### src/rtl/nvcmd_pkg.sv
// Package: shared widths, key addresses and command encoding for the
// nonvolatile command unlock detector.
package nvcmd_pkg;
    localparam int ADDR_W     = 13;
    localparam int PREFIX_LEN = 5;
    localparam int STEP_W     = $clog2(PREFIX_LEN + 1);

    typedef logic [ADDR_W-1:0] addr_t;
    typedef logic [STEP_W-1:0] step_t;

    typedef enum logic [1:0] {
        CMD_NONE   = 2'd0,
        CMD_STORE  = 2'd1,
        CMD_RECALL = 2'd2
    } cmd_e;

    localparam addr_t STORE_KEY  = 13'h0F0F;
    localparam addr_t RECALL_KEY = 13'h0F0E;

    // Expected address of shared prefix step idx (0-based).
    function automatic addr_t prefix_key(input int idx);
        case (idx)
            0:       return 13'h0000;
            1:       return 13'h1555;
            2:       return 13'h0AAA;
            3:       return 13'h1FFF;
            default: return 13'h10F0;
        endcase
    endfunction
endpackage

### src/rtl/nvcmd_key_match.sv
// Module: nvcmd_key_match
// Compares the sampled address with every key the sequence can expect.
// Assumes the prefix keys are distinct from each other and from the
// final keys. Purely combinational.
module nvcmd_key_match
    import nvcmd_pkg::*;
(
    input  addr_t addr,
    input  step_t prog,
    output logic  hit_next,
    output logic  hit_first,
    output cmd_e  final_cmd
);
    logic [PREFIX_LEN-1:0] key_hit;

    // One comparator per prefix step.
    for (genvar g = 0; g < PREFIX_LEN; g++) begin : g_key
        assign key_hit[g] = (addr == prefix_key(g));
    end

    // Select the comparator for the step currently expected.
    always_comb begin
        hit_next = 1'b0;
        for (int i = 0; i < PREFIX_LEN; i++) begin
            if (prog == step_t'(i)) hit_next = key_hit[i];
        end
    end

    assign hit_first = key_hit[0];

    // Decode the sixth address into a command.
    always_comb begin
        if (addr == STORE_KEY)       final_cmd = CMD_STORE;
        else if (addr == RECALL_KEY) final_cmd = CMD_RECALL;
        else                         final_cmd = CMD_NONE;
    end
endmodule

### src/rtl/nvcmd_step_tracker.sv
// Module: nvcmd_step_tracker
// Holds the count of accepted prefix steps and decides on each strobe
// whether to advance, restart, abort or fire a command. Assumes ce_fall is
// a single-cycle synchronous strobe and busy comes from the op controller.
module nvcmd_step_tracker
    import nvcmd_pkg::*;
(
    input  logic clk,
    input  logic rst_n,
    input  logic ce_fall,
    input  logic we_n,
    input  logic busy,
    input  logic hit_next,
    input  logic hit_first,
    input  cmd_e final_cmd,
    output step_t prog,
    output cmd_e fire
);
    step_t prog_nx;

    // Next-step decision for the strobe of this cycle.
    always_comb begin
        prog_nx = prog;
        fire    = CMD_NONE;
        if (ce_fall && !busy) begin
            if (!we_n) begin
                prog_nx = '0;
            end else if (prog == step_t'(PREFIX_LEN) && final_cmd != CMD_NONE) begin
                fire    = final_cmd;
                prog_nx = '0;
            end else if (hit_next) begin
                prog_nx = prog + step_t'(1);
            end else if (hit_first) begin
                prog_nx = step_t'(1);
            end else begin
                prog_nx = '0;
            end
        end
    end

    // Step register with synchronous reset.
    always_ff @(posedge clk) begin
        if (!rst_n) prog <= '0;
        else        prog <= prog_nx;
    end

    AST_PROG_RANGE: assert property (@(posedge clk) disable iff (!rst_n)
        prog <= step_t'(PREFIX_LEN));
    AST_WRITE_ABORTS: assert property (@(posedge clk) disable iff (!rst_n)
        (ce_fall && !we_n && !busy) |=> (prog == '0));
    AST_IDLE_WHILE_BUSY: assert property (@(posedge clk) disable iff (!rst_n)
        busy |-> (prog == '0));
    AST_QUIET_HOLDS: assert property (@(posedge clk) disable iff (!rst_n)
        !ce_fall |=> $stable(prog));
endmodule

### src/rtl/nvcmd_op_ctrl.sv
// Module: nvcmd_op_ctrl
// Turns a fired command into a one-cycle request pulse and holds busy
// until the execution engine reports completion. Assumes fire is only
// raised while busy is low.
module nvcmd_op_ctrl
    import nvcmd_pkg::*;
(
    input  logic clk,
    input  logic rst_n,
    input  cmd_e fire,
    input  logic op_done,
    output logic store_req,
    output logic recall_req,
    output logic busy
);
    // Register request pulses and the busy level.
    always_ff @(posedge clk) begin
        if (!rst_n) begin
            store_req  <= 1'b0;
            recall_req <= 1'b0;
            busy       <= 1'b0;
        end else begin
            store_req  <= (fire == CMD_STORE);
            recall_req <= (fire == CMD_RECALL);
            if (fire != CMD_NONE) busy <= 1'b1;
            else if (op_done)     busy <= 1'b0;
        end
    end

    AST_REQ_EXCLUSIVE: assert property (@(posedge clk) disable iff (!rst_n)
        !(store_req && recall_req));
    AST_STORE_PULSE: assert property (@(posedge clk) disable iff (!rst_n)
        store_req |=> !store_req);
    AST_RECALL_PULSE: assert property (@(posedge clk) disable iff (!rst_n)
        recall_req |=> !recall_req);
    AST_REQ_WITH_BUSY: assert property (@(posedge clk) disable iff (!rst_n)
        (store_req || recall_req) |-> busy);
    AST_BUSY_HOLDS: assert property (@(posedge clk) disable iff (!rst_n)
        (busy && !op_done) |=> busy);
    AST_BUSY_NEEDS_REQ: assert property (@(posedge clk) disable iff (!rst_n)
        $rose(busy) |-> (store_req || recall_req));
endmodule

### src/rtl/nvcmd_seq_detect.sv
// Module: nvcmd_seq_detect (top)
// Watches strobed SRAM accesses for the six-read unlock sequence and
// issues a STORE or RECALL request, then holds the port disabled until
// op_done. Assumes ce_fall is already synchronised to clk.
module nvcmd_seq_detect
    import nvcmd_pkg::*;
(
    input  logic              clk,
    input  logic              rst_n,
    input  logic              ce_fall,
    input  logic [ADDR_W-1:0] addr,
    input  logic              we_n,
    input  logic              op_done,
    output logic              store_req,
    output logic              recall_req,
    output logic              busy
);
    step_t prog;
    logic  hit_next;
    logic  hit_first;
    cmd_e  final_cmd;
    cmd_e  fire;

    nvcmd_key_match u_match (
        .addr      (addr),
        .prog      (prog),
        .hit_next  (hit_next),
        .hit_first (hit_first),
        .final_cmd (final_cmd)
    );

    nvcmd_step_tracker u_track (
        .clk       (clk),
        .rst_n     (rst_n),
        .ce_fall   (ce_fall),
        .we_n      (we_n),
        .busy      (busy),
        .hit_next  (hit_next),
        .hit_first (hit_first),
        .final_cmd (final_cmd),
        .prog      (prog),
        .fire      (fire)
    );

    nvcmd_op_ctrl u_ctrl (
        .clk        (clk),
        .rst_n      (rst_n),
        .fire       (fire),
        .op_done    (op_done),
        .store_req  (store_req),
        .recall_req (recall_req),
        .busy       (busy)
    );
endmodule

### config.mk
export PLATFORM = sky130hd
export DESIGN_NAME = nvcmd_seq_detect
export DESIGN_NICKNAME = d
export VERILOG_FILES = /design/src/rtl/nvcmd_pkg.sv /design/src/rtl/nvcmd_key_match.sv /design/src/rtl/nvcmd_step_tracker.sv /design/src/rtl/nvcmd_op_ctrl.sv /design/src/rtl/nvcmd_seq_detect.sv
export SDC_FILE = /design/constraint.sdc
export NUM_CORES = 1
export LEC_CHECK = 0
export ABC_AREA = 1
export BUFFER_PORTS_ARGS = -buffer_cell sky130_fd_sc_hd__buf_2
export CAP_MARGIN = 0
export CORE_MARGIN = 1.5
export CORE_UTILIZATION = 43
export CTS_CLUSTER_SIZE = 40
export DETAILED_ROUTE_END_ITERATION = 10
export GPL_ROUTABILITY_DRIVEN = 0
export PLACE_DENSITY = 0.73
export SLEW_MARGIN = 20
export SYNTH_ARGS = -nofsm -noshare
export SYNTH_HDL_FRONTEND = slang
export SYNTH_HIERARCHICAL = 1
export SYNTH_SLANG_ARGS = --single-unit
export TNS_END_PERCENT = 20
### constraint.sdc
create_clock -name clk -period 1.15 [get_ports clk]
set_input_delay 0.0575 -clock clk [delete_from_list [all_inputs] [get_ports clk]]
set_output_delay 0.0575 -clock clk [all_outputs]
set_load 0.005 [all_outputs]
Word-level counts from Yosys, hierarchy flattened. Index checks and enable logic that the tools add are counted.

Add/subtract/negate cells: 1. Multipliers: 0. Divide/modulo/power cells: 0. Order comparisons: 0. Eq/ne operators: 13. Shifts and indexed selects: 0. Multiplexer cells: 16. Bitwise operators: 0. Reductions and logical operators: 8.

Operators by type and width (count): == test 13 x 12 -> 1 bit, second input constant (3); == test 13 bit, second input constant (3); zero test 13 bit (1); two-way mux 2 bit (5); two-way mux 3 bit (3); two-way mux 1 bit (8); == test 3 x 2 -> 1 bit, second input constant (2); == test 3 bit, second input constant (2); nonzero test 2 bit (3); adder 3 x 1 -> 3 bit, second input constant (1); == test 3 x 1 -> 1 bit, second input constant (1); zero test 3 bit (1); == test 2 x 1 -> 1 bit, second input constant (1); == test 2 bit, second input constant (1); logical AND 1 bit (2); zero test 1 bit (1).

Bits in registers: 6. Latch bits: 0. Bits in writable memories: 0. Memory bits (read-only): 0. Input bits: 18. Output and inout port bits: 3. Word-level logic and storage cells: 42. Memories kept: 0.

Longest topological paths before layout.
Word-level depth: 10. Gate-level depth with buffers: 13. Depth with buffers taken out: 13.

Modules after synthesis. Netlist, hierarchy kept.

Modules (own cells, without submodules): nvcmd_key_match (instances 1, cells an instance 70, area an instance 297.8 um^2, seq. area each 0.0 um^2); nvcmd_step_tracker (instances 1, cells an instance 38, area an instance 224.0 um^2, seq. area each 60.1 um^2); nvcmd_op_ctrl (instances 1, cells an instance 12, area an instance 95.1 um^2, seq. area each 60.1 um^2).

Worst setup path after synthesis. No wires, ideal clock.

Path type: reg-to-reg. From: reg u_track.prog[0]. To: reg u_track.prog[2]. Library setup time: 0.070 ns. Arrival time: 1.217 ns. Required time: 1.080 ns. Path slack: -0.136 ns. Stages on the path, launching flop included: 12. Buffers on the path: 0. Period minus slack after synthesis: 1.286 ns. Cell sequence: dfxtp_1 nand2_1 inv_1 nand3_1 nor2_1 nand2_1 nand2_1 nor2_1 nand3_1 a21boi_0 nand2_1 a21oi_1.

Cells in the longest elaborated chain, start to end: 9. Elaborated cells between the ends (all ways): 16. Classes of those cells: add/sub: 1; eq/ne: 5; mux: 8; reduce/logical: 2.

Ends and longest elaborated chain: from (decl) (line nvcmd_step_tracker.sv:16) `output step_t prog,`; from (signal assigned) (line nvcmd_step_tracker.sv:44) `else prog <= prog_nx;`; zero test 3 bit (line nvcmd_key_match.sv:25) `if (prog == step_t'(i)) hit_next = key_hit[i];`; two-way mux 1 bit (4 in a row) (line nvcmd_key_match.sv:25); two-way mux 1 bit (*) (line nvcmd_key_match.sv:25); net hit_next (line nvcmd_seq_detect.sv:19) `logic hit_next;`; two-way mux 3 bit (*) (line nvcmd_step_tracker.sv:31) `end else if (hit_next) begin`; two-way mux 3 bit (*) (line nvcmd_step_tracker.sv:28) `end else if (prog == step_t'(PREFIX_LEN) && final_cmd != CMD_NONE) begin`; two-way mux 3 bit (*) (line nvcmd_step_tracker.sv:26) `if (!we_n) begin`.

Mark *: on every way through the listed nets, which the timed path passes. The rest lies on a longest branch. A chain may end at the register's enable or synchronous reset.

Final worst setup path.
From: reg u_track.prog[0]. To: reg u_track.prog[0].

Same word-level chain as after synthesis.

==> metrics <==
Max-cap violations=0; Ant. Diodes=0; unrepaired setup endpoints after global routing=true; peak clock frequency supported by timing=758 MHz; Post-Synthesis Cell Area=617 um2; H-tree depth=1; most used standard cells in the synthesized netlist=nor2_1, nand2_1, inv_1; starting density of the core=46.8%; Slew HR=75.9%; fin worst setup slack=-169 ps; count of unique library cells instantiated by Yosys=15; main area contributors after synthesis=nor2_1, dfxtp_1, nand2_1; initial DRC count=21; final wirelength=1960 um; worst-path cell with the longest stage delay=dfxtp_4; final HPWL from detailed placement=1400 um; fraction of synthesis flops using an asynchronous set or reset pin=0%; placeable core area=0.00132 mm2; hold_ws=84.4 ps; critical path buffer and inverter count=1; cell repeated most along the worst path=nand2_1; Fin Clk Skew=9.30 ps; Yosys Warn Count=6; final number of max-transition violations=0; maximum cell stage delay along the critical path=360 ps; global route overflow=0; flop and latch count out of synthesis=6; TritonCTS clock tree=done; number of enable-type register cells in the synthesized netlist=0; clock-pin slew of the registers on the worst-case setup and hold paths=50 ps; total via count in the routed design=871; CP required=1340 ps; cell type with the largest total area after synthesis=nor2_1; DR pass1 iterations=5; Horiz. Die Dim=40.9 um; average instance area after synthesis=5.14 um2; total clock buffers created by CTS=3; wire length per cell=11.1 um; part of the Yosys area used for sequential elements=19.5%; top-count cell post-synth=nor2_1; pin count of the biggest net entering global routing=8; clk root buf=clkbuf_4; number of instances in the synthesized netlist=120; crit path cell chain=nand2_2 > inv_1 > nand3_1 > nor2_1 > nand2_1 > nand2_1 > nor2_2 > nand3_2 > nand2_1 > o21ai_1 > nor2_1 > nand2_1 > a21oi_2; Placement Rows=13; signed area change from the synthesized netlist to the final layout=54.4%; final number of hold-violating endpoints=0; total number of nets in the final design=183; post-synthesis net count=140; antenna-violating nets left=0; VDD IR-drop max=0.560 mV; Static Leakage=0.485 nW; type of the worst min-delay path=primary input to register; final clock period utilization by the worst path=115%; violated checks=setup timing; minimum period implied by the final worst setup slack=1320 ps; path type of the worst setup path=register to register; sum of internal, switching and leakage power=0.000555 W; status=finished with violations; Post-synth top flop=dfxtp_1; power density relative to cell area=583 mW/mm2; # clock sinks=6; register-to-register setup slack=-170 ps; Port Buf Inserts=20; antenna violations before repair=0; critical path launch point type=register; share of cells above drive strength 1=36.4%; global-route wire length before repair=2980 um; global-route usage over all layers=26.6%; latest clock arrival within the worst-skew pair=250 ps; maximum net fanout on the critical path=7; hold buffer count at CTS=0; crit path capture type=register; DRC violations left=0; maximum clock path buffer count=2; setup-violating endpoint count in the final report=6; worst endpoint data arrival time=1510 ps; die extent in y=40.9 um; actual slew at the worst max-slew pin=358 ps; Top delay family on crit path=simple AND/OR/NAND/NOR gates; via count of the first global-routing pass=758; Total Die Area=0.00167 mm2; Synth top area share=20.7%; Vias per Instance=4.92; top-level port count=21
[where the power goes]
part | internal, W | total [W] | switching, W
Sequential | 0.000201 | 0.000201 | 0.00000000472
Clock | 0.000132 | 0.000221 | 0.0000883
Combinational | 0.0000608 | 0.000133 | 0.0000724
Total | 0.000394 | 0.000555 | 0.000161
[cell families after synthesis]
group	after synthesis	synth area share [%]
simple gates	83	57.0
buf+inv	22	13.4
compound gates	7	6.09
flops	6	19.5
fa+ha+maj	2	4.06
[path summary, 6_finish.rpt]
kind                                  end  cells after the start                    startpoint
min reg2reg      u_ctrl/busy$_SDFFE_PN0P_                      2      u_ctrl/busy$_SDFFE_PN0P_
max          u_track/prog[0]$_SDFFE_PN0P_                     13  u_track/prog[0]$_SDFFE_PN0P_
min          u_ctrl/recall_req$_SDFF_PN0_                      3                         rst_n
max reg2reg  u_track/prog[0]$_SDFFE_PN0P_                     13  u_track/prog[0]$_SDFFE_PN0P_
[layer usage]
metal  routed length [um]  up-vias  GRT usage, %
li1                     -      456             -
met1                  897      382          32.5
met2                  960       31          47.7
met3                   94        2          7.07
met4                   10        0          1.67
met5                    0        -             0
[area by class of cell]
cell class | instances | area, um2
sequential | 6 | 131
clock buffer | 4 | 26.3
fill | 119 | 365
timing repair buffer | 38 | 235
multi-input combinational | 92 | 458
tap | 15 | 18.8
inverter | 22 | 82.6
[metrics by stage]
| step | cells | util [%] | TNS, ps | setup WS, ps | cell area (um2) |
|---|---|---|---|---|---|
| floorplan | 120 | - | -157 | -58.5 | 632 |
| global placement | 172 | 66.7 | -998 | -213 | 878 |
| detailed placement | 172 | 66.7 | -1270 | -291 | 878 |
| CTS | 177 | 71.6 | -402 | -174 | 943 |
| global route | 177 | 72.3 | -1190 | -361 | 952 |
| finish | 177 | 72.3 | -600 | -169 | 952 |
[worst reg2reg max path: stages (launching register included)]
cell and delay, ps:
dfxtp_4 360, nand2_2 60, inv_1 30, nand3_1 70, nor2_1 40, nand2_1 50, nand2_1 50, nor2_2 100
nand3_2 100, nand2_1 70, o21ai_1 50, nor2_1 80, nand2_1 80, a21oi_2 110
[what timing repair did]
item,4_1_cts,5_1_grt
setup buffers,1,0
resized for setup,11,3
pin swaps,3,0
setup endpoints to repair,6,6
[cell usage in the layout (no fill, tap or decap), types with 2 or more instances in the layout]
master    instances
dfxtp_1           3
inv_1            20
nor2_4            2
nor2_2            6
nor3_1            5
nor2_1           29
inv_2             2
nand3_1           5
dfxtp_4           3
nand2_1          27
ha_1              2
buf_2            20
clkbuf_4          3
buf_4            18
nand4_1           5
a21oi_1           3
[sequential cells by signal (all words and copies together) (netlist names)]
signal / count
u_ctrl/busy: 1
u_ctrl/recall_req: 1
u_track/prog: 3
u_ctrl/store_req: 1
Note: power is estimated with default switching activity, not from simulation.
